## config.mk

```make
export PLATFORM = sky130hd
export DESIGN_NAME = mcpu_core
export DESIGN_NICKNAME = d
export VERILOG_FILES = /design/src/rtl/mcpu_pkg.sv /design/src/rtl/mcpu_seq.sv /design/src/rtl/mcpu_dp.sv /design/src/rtl/mcpu_core.sv
export SDC_FILE = /design/constraint.sdc
export NUM_CORES = 1
export LEC_CHECK = 0
export BUFFER_PORTS_ARGS = -buffer_cell sky130_fd_sc_hd__clkbuf_2
export CAP_MARGIN = 30
export CORE_ASPECT_RATIO = 1.1
export CORE_MARGIN = 2
export CORE_UTILIZATION = 55
export DETAILED_ROUTE_END_ITERATION = 7
export GPL_ROUTABILITY_DRIVEN = 1
export MAX_ROUTING_LAYER = met4
export PLACE_DENSITY = 0.8
export SKIP_CTS_REPAIR_TIMING = 1
export SLEW_MARGIN = 15
export SYNTH_ARGS = -nofsm -noshare
export SYNTH_HDL_FRONTEND = slang
export SYNTH_SLANG_ARGS = --single-unit
```

## constraint.sdc

```tcl
create_clock -name clk -period 4.85 [get_ports clk]
set_input_delay 0.7275 -clock clk [delete_from_list [all_inputs] [get_ports clk]]
set_output_delay 0.7275 -clock clk [all_outputs]
set_load 0.02 [all_outputs]
```

## src/rtl/mcpu_pkg.sv

```systemverilog
// Package: shared types for the step-sequenced accumulator processor.
// Holds the major-cycle encoding, the step-counter width and the bundle
// of micro-operation strobes that the sequencer hands to the datapath.
package mcpu_pkg;

    localparam int MAX_STEPS = 4;
    localparam int STEP_W    = $clog2(MAX_STEPS);

    typedef enum logic [1:0] {
        CYC_FETCH = 2'b00,
        CYC_INDIR = 2'b01,
        CYC_EXEC  = 2'b10,
        CYC_INTR  = 2'b11
    } cyc_e;

    // One strobe per register transfer; several may be active in one step.
    typedef struct packed {
        logic mar_pc;    // MAR <- PC
        logic mar_ir;    // MAR <- IR address field
        logic mar_save;  // MAR <- save address
        logic mbr_mem;   // MBR <- memory
        logic mbr_pc;    // MBR <- PC
        logic mbr_inc;   // MBR <- MBR + 1
        logic ir_all;    // IR <- MBR
        logic ir_addr;   // IR address <- MBR address
        logic pc_inc;    // PC <- PC + 1
        logic pc_skip;   // PC <- PC + 1 when MBR is zero
        logic pc_ir;     // PC <- IR address
        logic pc_vec;    // PC <- service routine address
        logic r1_add;    // R1 <- R1 + MBR
        logic mem_wr;    // memory[MAR] <- MBR
    } ctl_t;

endpackage

```

## src/rtl/mcpu_seq.sv

```systemverilog
// Module: mcpu_seq
// Control sequencer. Holds the two-bit major cycle code, the step counter
// and the interrupt enable flag, and decodes (cycle, step, opcode) into
// the micro-operation strobes for the current step.
// Assumes: op is the IR opcode and stays stable through execute; ind_bit is
// bit 15 of MBR, which holds the fetched word in the last fetch step.
module mcpu_seq
    import mcpu_pkg::*;
#(
    parameter int OP_W = 3
) (
    input  logic              clk,
    input  logic              rst_n,
    input  logic              halt,
    input  logic              irq,
    input  logic              ien_set,
    input  logic [OP_W-1:0]   op,
    input  logic              ind_bit,
    output ctl_t              ctl,
    output cyc_e              cyc,
    output logic [STEP_W-1:0] step,
    output logic              ien
);

    localparam logic [OP_W-1:0] OP_ADD = OP_W'(1);
    localparam logic [OP_W-1:0] OP_ISZ = OP_W'(2);
    localparam logic [OP_W-1:0] OP_BSA = OP_W'(3);

    cyc_e              cyc_q;
    logic [STEP_W-1:0] step_q;
    logic              ien_q;
    ctl_t              ctl_raw;
    logic              last;
    cyc_e              nxt;

    // Decode the strobes, the end of the cycle and the next cycle code.
    always_comb begin
        ctl_raw = '0;
        last    = 1'b0;
        nxt     = CYC_FETCH;
        case (cyc_q)
            CYC_FETCH: begin
                case (step_q)
                    STEP_W'(0): ctl_raw.mar_pc = 1'b1;
                    STEP_W'(1): begin
                        ctl_raw.mbr_mem = 1'b1;
                        ctl_raw.pc_inc  = 1'b1;
                    end
                    default: begin
                        ctl_raw.ir_all = 1'b1;
                        last           = 1'b1;
                        nxt            = ind_bit ? CYC_INDIR : CYC_EXEC;
                    end
                endcase
            end
            CYC_INDIR: begin
                nxt = CYC_EXEC;
                case (step_q)
                    STEP_W'(0): ctl_raw.mar_ir  = 1'b1;
                    STEP_W'(1): ctl_raw.mbr_mem = 1'b1;
                    default: begin
                        ctl_raw.ir_addr = 1'b1;
                        last            = 1'b1;
                    end
                endcase
            end
            CYC_EXEC: begin
                nxt = (irq && ien_q) ? CYC_INTR : CYC_FETCH;
                if (op == OP_ADD) begin
                    case (step_q)
                        STEP_W'(0): ctl_raw.mar_ir  = 1'b1;
                        STEP_W'(1): ctl_raw.mbr_mem = 1'b1;
                        default: begin
                            ctl_raw.r1_add = 1'b1;
                            last           = 1'b1;
                        end
                    endcase
                end else if (op == OP_ISZ) begin
                    case (step_q)
                        STEP_W'(0): ctl_raw.mar_ir  = 1'b1;
                        STEP_W'(1): ctl_raw.mbr_mem = 1'b1;
                        STEP_W'(2): ctl_raw.mbr_inc = 1'b1;
                        default: begin
                            ctl_raw.mem_wr  = 1'b1;
                            ctl_raw.pc_skip = 1'b1;
                            last            = 1'b1;
                        end
                    endcase
                end else if (op == OP_BSA) begin
                    case (step_q)
                        STEP_W'(0): begin
                            ctl_raw.mar_ir = 1'b1;
                            ctl_raw.mbr_pc = 1'b1;
                        end
                        STEP_W'(1): begin
                            ctl_raw.pc_ir  = 1'b1;
                            ctl_raw.mem_wr = 1'b1;
                        end
                        default: begin
                            ctl_raw.pc_inc = 1'b1;
                            last           = 1'b1;
                        end
                    endcase
                end else begin
                    last = 1'b1;
                end
            end
            default: begin
                case (step_q)
                    STEP_W'(0): ctl_raw.mbr_pc = 1'b1;
                    STEP_W'(1): begin
                        ctl_raw.mar_save = 1'b1;
                        ctl_raw.pc_vec   = 1'b1;
                    end
                    default: begin
                        ctl_raw.mem_wr = 1'b1;
                        last           = 1'b1;
                    end
                endcase
            end
        endcase
    end

    // Halt suppresses every transfer of the current step.
    assign ctl = halt ? '0 : ctl_raw;

    // Advance the step counter, or move to the next major cycle at its end.
    always_ff @(posedge clk) begin
        if (!rst_n) begin
            cyc_q  <= CYC_FETCH;
            step_q <= '0;
        end else if (!halt) begin
            if (last) begin
                cyc_q  <= nxt;
                step_q <= '0;
            end else begin
                step_q <= step_q + 1'b1;
            end
        end
    end

    // Interrupt enable: cleared on entry to interrupt, set by request pulse.
    always_ff @(posedge clk) begin
        if (!rst_n)
            ien_q <= 1'b0;
        else if (!halt && last && nxt == CYC_INTR)
            ien_q <= 1'b0;
        else if (ien_set)
            ien_q <= 1'b1;
    end

    assign cyc  = cyc_q;
    assign step = step_q;
    assign ien  = ien_q;


    step_restart_chk: assert property (@(posedge clk) disable iff (!rst_n)
        (cyc_q != $past(cyc_q)) |-> (step_q == '0));


    fetch_len_chk: assert property (@(posedge clk) disable iff (!rst_n)
        (cyc_q == CYC_FETCH) |-> (step_q <= STEP_W'(2)));


    intr_ien_clear_chk: assert property (@(posedge clk) disable iff (!rst_n)
        (cyc_q == CYC_INTR && step_q == '0) |-> !ien_q);


    intr_needs_ien_chk: assert property (@(posedge clk) disable iff (!rst_n)
        (cyc_q == CYC_INTR && $past(cyc_q) != CYC_INTR) |-> $past(ien_q));

endmodule

```

## src/rtl/mcpu_dp.sv

```systemverilog
// Module: mcpu_dp
// Register datapath: PC, IR, MAR, MBR and the accumulator R1, each loaded
// by the strobes of the sequencer. Memory read data is taken as valid in
// the same cycle for the address held in MAR.
// Assumes: the sequencer never raises two strobes for one register at once.
module mcpu_dp
    import mcpu_pkg::*;
#(
    parameter int              WORD_W    = 16,
    parameter int              ADDR_W    = 12,
    parameter logic [ADDR_W-1:0] SAVE_ADDR = '0,
    parameter logic [ADDR_W-1:0] VEC_ADDR  = ADDR_W'(1)
) (
    input  logic              clk,
    input  logic              rst_n,
    input  ctl_t              ctl,
    input  logic [WORD_W-1:0] mem_rdata,
    output logic [ADDR_W-1:0] pc,
    output logic [WORD_W-1:0] ir,
    output logic [ADDR_W-1:0] mar,
    output logic [WORD_W-1:0] mbr,
    output logic [WORD_W-1:0] r1
);

    localparam int PAD_W = WORD_W - ADDR_W;

    logic [ADDR_W-1:0] pc_q, mar_q;
    logic [WORD_W-1:0] ir_q, mbr_q, r1_q;
    logic              mbr_zero;

    assign mbr_zero = (mbr_q == '0);

    // Address register: from PC, from the IR address, or the save slot.
    always_ff @(posedge clk) begin
        if (!rst_n)             mar_q <= '0;
        else if (ctl.mar_pc)    mar_q <= pc_q;
        else if (ctl.mar_ir)    mar_q <= ir_q[ADDR_W-1:0];
        else if (ctl.mar_save)  mar_q <= SAVE_ADDR;
    end

    // Buffer register: memory read, saved PC, or increment.
    always_ff @(posedge clk) begin
        if (!rst_n)            mbr_q <= '0;
        else if (ctl.mbr_mem)  mbr_q <= mem_rdata;
        else if (ctl.mbr_pc)   mbr_q <= {{PAD_W{1'b0}}, pc_q};
        else if (ctl.mbr_inc)  mbr_q <= mbr_q + 1'b1;
    end

    // Instruction register: full load, or address field replacement.
    always_ff @(posedge clk) begin
        if (!rst_n)            ir_q <= '0;
        else if (ctl.ir_all)   ir_q <= mbr_q;
        else if (ctl.ir_addr)  ir_q[ADDR_W-1:0] <= mbr_q[ADDR_W-1:0];
    end

    // Program counter: increment, conditional skip, jump, or vector.
    always_ff @(posedge clk) begin
        if (!rst_n)                        pc_q <= '0;
        else if (ctl.pc_vec)               pc_q <= VEC_ADDR;
        else if (ctl.pc_ir)                pc_q <= ir_q[ADDR_W-1:0];
        else if (ctl.pc_inc)               pc_q <= pc_q + 1'b1;
        else if (ctl.pc_skip && mbr_zero)  pc_q <= pc_q + 1'b1;
    end

    // Accumulator: add the buffer register.
    always_ff @(posedge clk) begin
        if (!rst_n)           r1_q <= '0;
        else if (ctl.r1_add)  r1_q <= r1_q + mbr_q;
    end

    assign pc  = pc_q;
    assign ir  = ir_q;
    assign mar = mar_q;
    assign mbr = mbr_q;
    assign r1  = r1_q;


    skip_only_zero_chk: assert property (@(posedge clk) disable iff (!rst_n)
        ($past(ctl.pc_skip) && $past(mbr_q) != '0) |-> (pc_q == $past(pc_q)));

endmodule

```

## src/rtl/mcpu_core.sv

```systemverilog
// Module: mcpu_core
// Top of the step-sequenced accumulator processor. It joins the sequencer
// and the datapath, drives the memory port from MAR and MBR, and exposes
// every register for a halt or debug view.
// Assumes: memory returns mem_rdata for mem_addr in the same cycle and
// writes on the rising edge while mem_we is high.
module mcpu_core
    import mcpu_pkg::*;
#(
    parameter int              WORD_W    = 16,
    parameter int              ADDR_W    = 12,
    parameter logic [ADDR_W-1:0] SAVE_ADDR = '0,
    parameter logic [ADDR_W-1:0] VEC_ADDR  = ADDR_W'(1)
) (
    input  logic              clk,
    input  logic              rst_n,
    input  logic              halt,
    input  logic              irq,
    input  logic              ien_set,
    output logic [ADDR_W-1:0] mem_addr,
    output logic [WORD_W-1:0] mem_wdata,
    input  logic [WORD_W-1:0] mem_rdata,
    output logic              mem_we,
    output logic [ADDR_W-1:0] dbg_pc,
    output logic [WORD_W-1:0] dbg_ir,
    output logic [ADDR_W-1:0] dbg_mar,
    output logic [WORD_W-1:0] dbg_mbr,
    output logic [WORD_W-1:0] dbg_r1,
    output logic [1:0]        dbg_cyc,
    output logic [STEP_W-1:0] dbg_step,
    output logic              dbg_ien
);

    localparam int OP_W = WORD_W - 1 - ADDR_W;

    ctl_t              ctl;
    cyc_e              cyc;
    logic [STEP_W-1:0] step;
    logic              ien;
    logic [ADDR_W-1:0] pc, mar;
    logic [WORD_W-1:0] ir, mbr, r1;

    mcpu_seq #(.OP_W(OP_W)) u_seq (
        .clk     (clk),
        .rst_n   (rst_n),
        .halt    (halt),
        .irq     (irq),
        .ien_set (ien_set),
        .op      (ir[WORD_W-2:ADDR_W]),
        .ind_bit (mbr[WORD_W-1]),
        .ctl     (ctl),
        .cyc     (cyc),
        .step    (step),
        .ien     (ien)
    );

    mcpu_dp #(
        .WORD_W    (WORD_W),
        .ADDR_W    (ADDR_W),
        .SAVE_ADDR (SAVE_ADDR),
        .VEC_ADDR  (VEC_ADDR)
    ) u_dp (
        .clk       (clk),
        .rst_n     (rst_n),
        .ctl       (ctl),
        .mem_rdata (mem_rdata),
        .pc        (pc),
        .ir        (ir),
        .mar       (mar),
        .mbr       (mbr),
        .r1        (r1)
    );

    assign mem_addr  = mar;
    assign mem_wdata = mbr;
    assign mem_we    = ctl.mem_wr;

    assign dbg_pc   = pc;
    assign dbg_ir   = ir;
    assign dbg_mar  = mar;
    assign dbg_mbr  = mbr;
    assign dbg_r1   = r1;
    assign dbg_cyc  = cyc;
    assign dbg_step = step;
    assign dbg_ien  = ien;


    halt_freeze_chk: assert property (@(posedge clk) disable iff (!rst_n)
        $past(halt) |-> (pc == $past(pc) && r1 == $past(r1) &&
                         cyc == $past(cyc) && step == $past(step)));


    halt_no_write_chk: assert property (@(posedge clk) disable iff (!rst_n)
        halt |-> !mem_we);

endmodule

```

==> impl_metrics.tcl, run 1 <==
set metrics [dict create \
    status "complete, no violations" \
    die_x_um 95.46 \
    max-clock-path-buffers 2 \
    grt_start_max_net_pins 41 \
    dieHeight_um 104.6 \
    ys_async_sr_fraction 0 \
    stdcell_area_mm2 0.005642 \
    syn_area_mm2 0.005061 \
    grt_overflow_total 0 \
    cpPeakStageDelay_ns 0.75 \
    cts_tree "built" \
    hold_violations 0 \
    syn_avg_cell_area_um2 7.896 \
    synth_area_leaders "dfxtp_1 30%, nand2_1 7.0%, ha_1 6.7%, buf_4 4.6%, a21oi_1 3.8%" \
    fin_total_pwr_mw 1.399 \
    cp-end-kind "flop" \
    drc 0 \
    place_inst 816 \
    crit_family "simple AND/OR/NAND/NOR gates" \
    final_max_slew_viol_count 0 \
    synth_area_leader_cell "dfxtp_1" \
    cts.reportedPaths.clkPinSlew_ns 0.08 \
    period_minus_slack_ns 2.937 \
    synthCells 641 \
    worstPathMaxFanout 26 \
    r2r_slack_ns 1.91 \
    place_area_mm2 0.005448 \
    crit_required_ns 5.12 \
    ff_latch_area_mm2 0.001541 \
    routed-via-count 4989 \
    fin_crit_sh 0.6057 \
    p_leak_nw 2.443 \
    worst-setup-path-type "reg2reg" \
    vdd_ir_drop_max_mv 0.1351 \
    wl_mm 13.73 \
    reg2reg_from "u_seq.step[1]" \
    synth_top_area_frac 0.3046 \
    clock.fmax_ghz 0.3404 \
    grt_pass1_vias 4535 \
    fin_cells 833 \
    drt-pass1-iter-count 5 \
    htreeDepth 3 \
    cp.depth 7 \
    cp_slowest_cell "or3_1" \
    n_antenna_cell 0 \
    grt_pass1_wl_mm 21.96 \
    crit_path_start "u_seq.step[1]" \
    hp-class "reg2reg" \
    layout-drive-gt1-share 0.2072 \
    comb_power_share 0.173 \
    power.density_cell_area_mw_per_mm2 248.0 \
    multi_input_area_mm2 0.003035 \
    final_cell_mix "126 x clkbuf_2, 94 x nand2_1, 77 x dfxtp_1" \
    wl_per_cell_um 16.48 \
    synth_nets 690 \
    finalNetCount 763 \
    ys_types 63 \
    initial_core_util 0.5675 \
    worst_r2r_endpoint "u_dp.mbr[14]" \
    swShare 0.3297 \
    cts_sinks 77 \
    finalSetupViolCount 0 \
    fillerInstances 823 \
    worstMarginPinSlew_ns 0.8813 \
    syn_to_final_growth_pct 11.47 \
    mostFrequentLayoutCell "clkbuf_2" \
    cts_root_buffer "clkbuf_8" \
    via_per_inst 5.989 \
    max_cap_viol_count 0 \
    dp_slack_ns 1.788 \
    die_area_mm2 0.009986 \
    drtAntennaViolNets 0 \
    core_area_mm2 0.008919 \
    path_buf_inv 1 \
    rsz0062_at_grt "no" \
    tns_ns 0 \
    holdWs_ns 0.4728 \
    antenna_found_initial 0 \
    p_sw_mw 0.4613 \
    p_seq_frac 0.492 \
    ioPinCount 127 \
    crit_chain "inv_1 > ha_1 > nor2b_1 > and3b_1 > or3_1 > o211ai_1 > o211a_1" \
    r2r_cells 7 \
    crit_path_start_kind "flop" \
    hpwl_mm 10.02 \
    internal-power_mw 0.9378 \
    initialDrtViolationCount 298 \
    ys.flop_type "dfxtp_1" \
    gp_congestion 0.9614 \
    fin_ws_ns 1.913 \
    ys_warn_count 0 \
    endpoint "u_dp.mbr[14]" \
    fin_skew_ns 0.008365 \
    ys_seq_area_frac 0.3046 \
    relSlewSlack 0.4103 \
    crit_arrival_ns 3.21 \
    io_buffers 126 \
    yosys_register_bits 77 \
    fin_util 0.6326 \
    pwr-share-clk 0.335 \
    clkLatencyLatePin_ns 0.38 \
    fp-row-count 36 \
    synth_edf_count 0 \
    numCtsBuffers 9 \
    grt_use_total 0.2836 \
]
layer usage:
layer	routed length, um	GRT usage
met5	0	-
met4	430	0.1378
met3	849	0.04037
met2	6716	0.4547
met1	5731	0.3469
power groups by stage:
| stage | clock (mW) | combinational [mW] | sequential (mW) |
|---|---|---|---|
| floorplan | 0 | 0.176 | 0.704 |
| global placement | 0 | 0.232 | 0.700 |
| detailed placement | 0 | 0.239 | 0.702 |
| CTS | 0.474 | 0.240 | 0.687 |
| global route | 0.496 | 0.266 | 0.691 |
| finish | 0.469 | 0.242 | 0.688 |
cell type report:
type / count / area share
multi-input cells: 477 / 0.5380
clock buffers: 10 / 0.02440
flip-flops and latches: 77 / 0.2732
clock inverters: 6 / 0.007984
well taps: 114 / 0.02528
inverters: 18 / 0.01198
repair buffers: 131 / 0.1191
flip-flops by register name, summed over array words and instances, names as in the netlist:
register and cells:
u_seq.step 2, u_dp.ir 16, u_dp.mar 12, u_seq.cyc 2, u_dp.mbr 16, u_dp.pc 12, u_seq.ien 1, u_dp.r1 16
synth_stat cells (12+ instances only):
library cell / n
a21boi_0: 14
inv_1: 18
nor2_1: 33
dfxtp_1: 77
o21ai_0: 27
a222oi_1: 12
nor2b_1: 25
nand2_1: 94
nand3_1: 28
ha_1: 27
clkbuf_1: 25
a21oi_1: 38
buf_4: 31
cell families (layout without fill, tap and decap cells):
logic type | Yosys count | in the layout | synth area share
AO/OA/AOI/OAI | 167 | 167 | 0.2242
XOR/XNOR | 21 | 21 | 0.03634
adder cells (fa/ha/maj) | 28 | 28 | 0.07070
buffers and inverters | 87 | 165 | 0.09567
flip-flops | 77 | 77 | 0.3046
multiplexers | 11 | 11 | 0.02200
AND/OR/NAND/NOR | 250 | 250 | 0.2465
worst min-delay path, cell delays in order, from the launching register on:
cell and delay, ns:
dfxtp_1 0.32, nand2_1 0.05, mux2i_1 0.06
worst min path at each step:
stage | from | slack, ns | depth (start not counted) | end
finish | u_dp.r1[15] | 0.47 | 2 | u_dp.r1[15]
global route | u_dp.r1[15] | 0.50 | 2 | u_dp.r1[15]
floorplan | u_dp.r1[15] | 0.54 | 2 | u_dp.r1[15]
detailed placement | u_dp.r1[15] | 0.46 | 2 | u_dp.r1[15]
CTS | u_dp.r1[15] | 0.48 | 2 | u_dp.r1[15]
global placement | u_dp.r1[15] | 0.46 | 2 | u_dp.r1[15]
(Power assumes the default switching activity.)
==> inputs of run 2 (changes only) <==
ABC_AREA = 1   (was default)
CORE_UTILIZATION = 50   (was 55)
PLACE_DENSITY = 0.76   (was 0.8)
clock period = 2.7 ns   (was 4.85 ns; I/O delays follow)
==> run 2 against run 1 <==
Net effect:
- synthesized cell count grew 36%
- largest cell class unchanged
- register-to-register slack worse by 1.4 ns
- total power rose by 130%
==> impl_metrics.tcl, run 2 <==
set metrics [dict create \
    syn_avg_cell_area_um2 6.301 \
    wl_mm 14.95 \
    crit_required_ns 2.30 \
    grt_overflow_total 0 \
    yosys_register_bits 77 \
    syn_to_final_growth_pct 14.22 \
    clkLatencyLatePin_ns 0.35 \
    synth_area_leaders "dfxtp_1 28%, nand2_1 14%, nand3_1 8.5%, inv_1 8.1%, nor2_1 7.1%" \
    die_x_um 103.8 \
    numCtsBuffers 9 \
    synth_top_area_frac 0.2812 \
    fp-row-count 40 \
    place_area_mm2 0.005961 \
    finalNetCount 1006 \
    fin_ws_ns 0.2275 \
    dp_slack_ns 0.4852 \
    p_leak_nw 3.167 \
    die_area_mm2 0.01182 \
    clock.fmax_ghz 0.4045 \
    synthCells 870 \
    htreeDepth 3 \
    cts.reportedPaths.clkPinSlew_ns 0.06 \
    grt_start_max_net_pins 43 \
    worstPathMaxFanout 9 \
    crit_arrival_ns 2.07 \
    drc 0 \
    worstMarginPinSlew_ns 0.7515 \
    hp-class "in2reg" \
    vdd_ir_drop_max_mv 0.2579 \
    synth_area_leader_cell "dfxtp_1" \
    fin_skew_ns 0.009078 \
    n_antenna_cell 0 \
    final_max_slew_viol_count 0 \
    cp-end-kind "output port" \
    crit_path_start_kind "flop" \
    cts_root_buffer "clkbuf_16" \
    routed-via-count 5755 \
    ys_async_sr_fraction 0 \
    mostFrequentLayoutCell "nand2_1" \
    via_per_inst 5.189 \
    cts_tree "built" \
    drt-pass1-iter-count 5 \
    tns_ns 0 \
    gp_congestion 0.9516 \
    ys_types 41 \
    fillerInstances 1126 \
    ys_seq_area_frac 0.2812 \
    multi_input_area_mm2 0.003095 \
    grt_pass1_wl_mm 24.51 \
    worst-setup-path-type "reg2out" \
    synth_nets 919 \
    drtAntennaViolNets 0 \
    relSlewSlack 0.4971 \
    max_cap_viol_count 0 \
    max-clock-path-buffers 2 \
    hold_violations 0 \
    ys.flop_type "dfxtp_1" \
    power.density_cell_area_mw_per_mm2 517.3 \
    final_cell_mix "198 x nand2_1, 126 x clkbuf_2, 118 x inv_1" \
    initial_core_util 0.5071 \
    cts_sinks 77 \
    grt_pass1_vias 5146 \
    ff_latch_area_mm2 0.001541 \
    netlist_top_cells_count "198 x nand2_1, 118 x inv_1, 103 x nor2_1" \
    antenna_found_initial 0 \
    stdcell_area_mm2 0.006261 \
    wl_per_cell_um 13.48 \
    ys_warn_count 0 \
    status "complete, no violations" \
    hpwl_mm 11.18 \
    dieHeight_um 113.8 \
    grt_use_total 0.2606 \
    layout-drive-gt1-share 0.1684 \
    fin_crit_sh 0.9157 \
    finalSetupViolCount 0 \
    io_buffers 126 \
    ioPinCount 127 \
    synth_edf_count 0 \
    synth_most_common_cell "nand2_1" \
    fin_util 0.5792 \
    initialDrtViolationCount 447 \
    period_minus_slack_ns 2.472 \
    core_area_mm2 0.01081 \
    syn_area_mm2 0.005482 \
    rsz0062_at_grt "no" \
]
==> run 2: changes by cell type in the layout (fill, tap and decap cells not counted), moves of 10 or more <==
cell,delta
nand2_1,+104
inv_1,+100
nor2_1,+70
nand3_1,+65
o21ai_0,+33
nor2b_1,-25
a21boi_0,-14
a222oi_1,-12
a31oi_1,+10
and2_1,-10
clkbuf_8,-10
mux2i_1,-10
==> run 2: worst paths after layout <==
path                     start          to  cells after the start  slack [ns]
setup / recovery  u_seq.cyc[0]      mem_we                      7        0.23
hold / removal         ien_set   u_seq.ien                      3        0.34
setup reg to reg  u_seq.cyc[0]  u_dp.pc[0]                     10        0.47
hold reg to reg     u_dp.ir[4]  u_dp.ir[4]                      2        0.50
==> run 2: logic make-up after synthesis <==
logic type	Yosys count	share of synthesized area
buf+inv	179	0.1541
xor+xnor	14	0.02237
fa+ha+maj	28	0.06528
compound gates	147	0.1470
simple gates	425	0.3301
flops	77	0.2812
==> run 2: power breakdown <==
group | total [mW] | internal, mW | leakage (nW) | switching, mW
combinational | 0.681 | 0.222 | 2.40 | 0.460
sequential | 1.31 | 1.20 | 0.625 | 0.104
clock | 1.25 | 0.723 | 0.139 | 0.528
==> run 2: layout make-up <==
class,instances,area share
timing repair buffer,132,0.1079
clock buffer,10,0.03657
multi-input combinational,614,0.4944
sequential,77,0.2462
tap,147,0.02938
clock inverter,6,0.01139
inverter,123,0.07414
==> run 2: metal layers <==
layer | vias to the layer above | part of all wire | global-route usage
li1 | 2957 | - | -
met1 | 2564 | 0.43 | 0.3197
met2 | 205 | 0.49 | 0.4395
met3 | 29 | 0.059 | 0.03429
met4 | 0 | 0.024 | 0.09910
met5 | - | 0 | -
==> run 2: critical path: stages, from the launching register on <==
cell      delay [ns]
dfxtp_1         0.33
inv_1           0.10
ha_1            0.37
nand2_1         0.09
nor2_1          0.25
nor2_1          0.09
a221oi_1        0.27
clkbuf_2        0.22
==> run 2: stage by stage <==
stage | power [mW] | cells | hold WS, ns
after floorplan | 1.823 | 870 | 0.5408
after global placement | 1.998 | 1093 | 0.4845
after detailed placement | 2.004 | 1093 | 0.4872
after CTS | 3.229 | 1109 | 0.3382
after global routing | 3.388 | 1109 | 0.3751
final | 3.239 | 1109 | 0.3363
==> inputs of run 3 (changes only) <==
clock period = 2.1 ns   (was 2.7 ns; I/O delays follow)
==> run 3 against run 2 <==
Net effect:
- via count grew 3.4%
- setup slack worse by 0.13 ns
- total power is 30% higher
- critical endpoint unchanged
- global-route usage is 0.20 points higher
- final area grew 3.8%
- flip-flop and latch count unchanged
- critical path type unchanged
- combinational power grew 40%
- core utilization rose by 2.2 points
- die area unchanged
- final cell count is 2.1% higher
- sequential share of layout area shrank 0.80 points
==> impl_metrics.tcl, run 3 (synthesized netlist as in run 2, its figures left out) <==
set metrics [dict create \
    status "complete, no violations" \
    power.density_cell_area_mw_per_mm2 649.0 \
    fin_ws_ns 0.09961 \
    layout-drive-gt1-share 0.2000 \
    initialDrtViolationCount 539 \
    cts_sinks 77 \
    wl_mm 15.18 \
    grt_pass1_wl_mm 24.80 \
    fin_crit_sh 0.9526 \
    period_minus_slack_ns 2.000 \
    finalSetupViolCount 0 \
    die_x_um 103.8 \
    cp-end-kind "output port" \
    rsz0062_at_grt "yes" \
    dp_slack_ns 0.1137 \
    antenna_found_initial 0 \
    crit_arrival_ns 1.69 \
    finalNetCount 1029 \
    fp-row-count 40 \
    ioPinCount 127 \
    worstMarginPinSlew_ns 0.4592 \
    hp-class "in2reg" \
    drtAntennaViolNets 0 \
    worstPathMaxFanout 5 \
    numCtsBuffers 9 \
    top_usage_layer "met2" \
    worst-setup-path-type "reg2out" \
    via_per_inst 5.258 \
    fillerInstances 1111 \
    use_met2 0.4474 \
    p_leak_nw 3.286 \
    gp_congestion 0.9113 \
    routed-via-count 5952 \
    crit_path_start_kind "flop" \
    max-clock-path-buffers 2 \
    grt_util_met3 0.02914 \
    initial_core_util 0.5071 \
    hpwl_mm 11.53 \
    grt_overflow_total 0 \
    final_cell_mix "198 x nand2_1, 125 x clkbuf_2, 117 x inv_1" \
    clkLatencyLatePin_ns 0.35 \
    vdd_ir_drop_max_mv 0.3492 \
    cts.reportedPaths.clkPinSlew_ns 0.06 \
    core_area_mm2 0.01081 \
    final_max_slew_viol_count 0 \
    grt_pass1_vias 5271 \
    clock.fmax_ghz 0.4999 \
    mostFrequentLayoutCell "nand2_1" \
    drc 0 \
    cts_tree "built" \
    max_cap_viol_count 0 \
    fin_skew_ns 0.008217 \
    grt_use_total 0.2625 \
    cts_root_buffer "clkbuf_16" \
    drt-pass1-iter-count 6 \
    n_antenna_cell 0 \
    met1_usage 0.3166 \
    die_area_mm2 0.01182 \
    hold_violations 0 \
    dieHeight_um 113.8 \
    fin_total_pwr_mw 4.217 \
    io_buffers 126 \
    r2r_slack_ns 0.13 \
    wl_per_cell_um 13.41 \
    grt_start_max_net_pins 43 \
    syn_to_final_growth_pct 18.53 \
    crit_required_ns 1.78 \
    htreeDepth 3 \
    relSlewSlack 0.6935 \
    tns_ns 0 \
]
==> run 3: cell type report <==
| cell class | count | area, um2 | area share |
|---|---|---|---|
| multi-input cells | 614 | 3139 | 0.4832 |
| flip-flops and latches | 77 | 1548 | 0.2382 |
| well taps | 147 | 183.9 | 0.02831 |
| repair buffers | 155 | 863.3 | 0.1329 |
| inverters | 123 | 464.2 | 0.07144 |
| clock buffers | 10 | 229.0 | 0.03524 |
| clock inverters | 6 | 70.07 | 0.01078 |
==> run 3: through the flow <==
stage                     cells  hold slack, ns  utilization  cell area [um2]
after detailed placement   1116          0.4861       0.5685             6146
after global routing       1132          0.2836       0.6010             6497
final                      1132          0.2373       0.6010             6497
after global placement     1116          0.4773       0.5685             6146
after CTS                  1132          0.2319       0.5962             6445
after floorplan             870          0.4823            -             5482
==> run 3: worst max-delay path, stage by stage, from the launching register on <==
cell	delay (ns)
dfxtp_4	0.36
inv_1	0.08
ha_2	0.21
nor2_4	0.14
inv_1	0.10
a221oi_2	0.27
buf_4	0.17
==> run 3: power by group <==
group	internal, mW	leakage [nW]	total (mW)	switching, mW
clock	0.930	0.136	1.60	0.672
combinational	0.324	2.52	0.952	0.628
sequential	1.55	0.626	1.66	0.115
==> run 3: final timing paths <==
kind,start,endpoint,cells after the start
hold reg to reg,u_dp.r1[15],u_dp.r1[15],2
hold / removal,ien_set,u_seq.ien,3
setup / recovery,u_seq.step[0],mem_we,6
setup reg to reg,u_dp.mbr[0],u_dp.pc[7],10
==> run 3: layer usage <==
metal | part of all wire | vias to the layer above | routed length [um]
met5 | 0 | - | 0
met4 | 0.030 | 0 | 450
met3 | 0.057 | 44 | 867
met2 | 0.48 | 244 | 7319
met1 | 0.43 | 2658 | 6537
li1 | - | 3006 | -
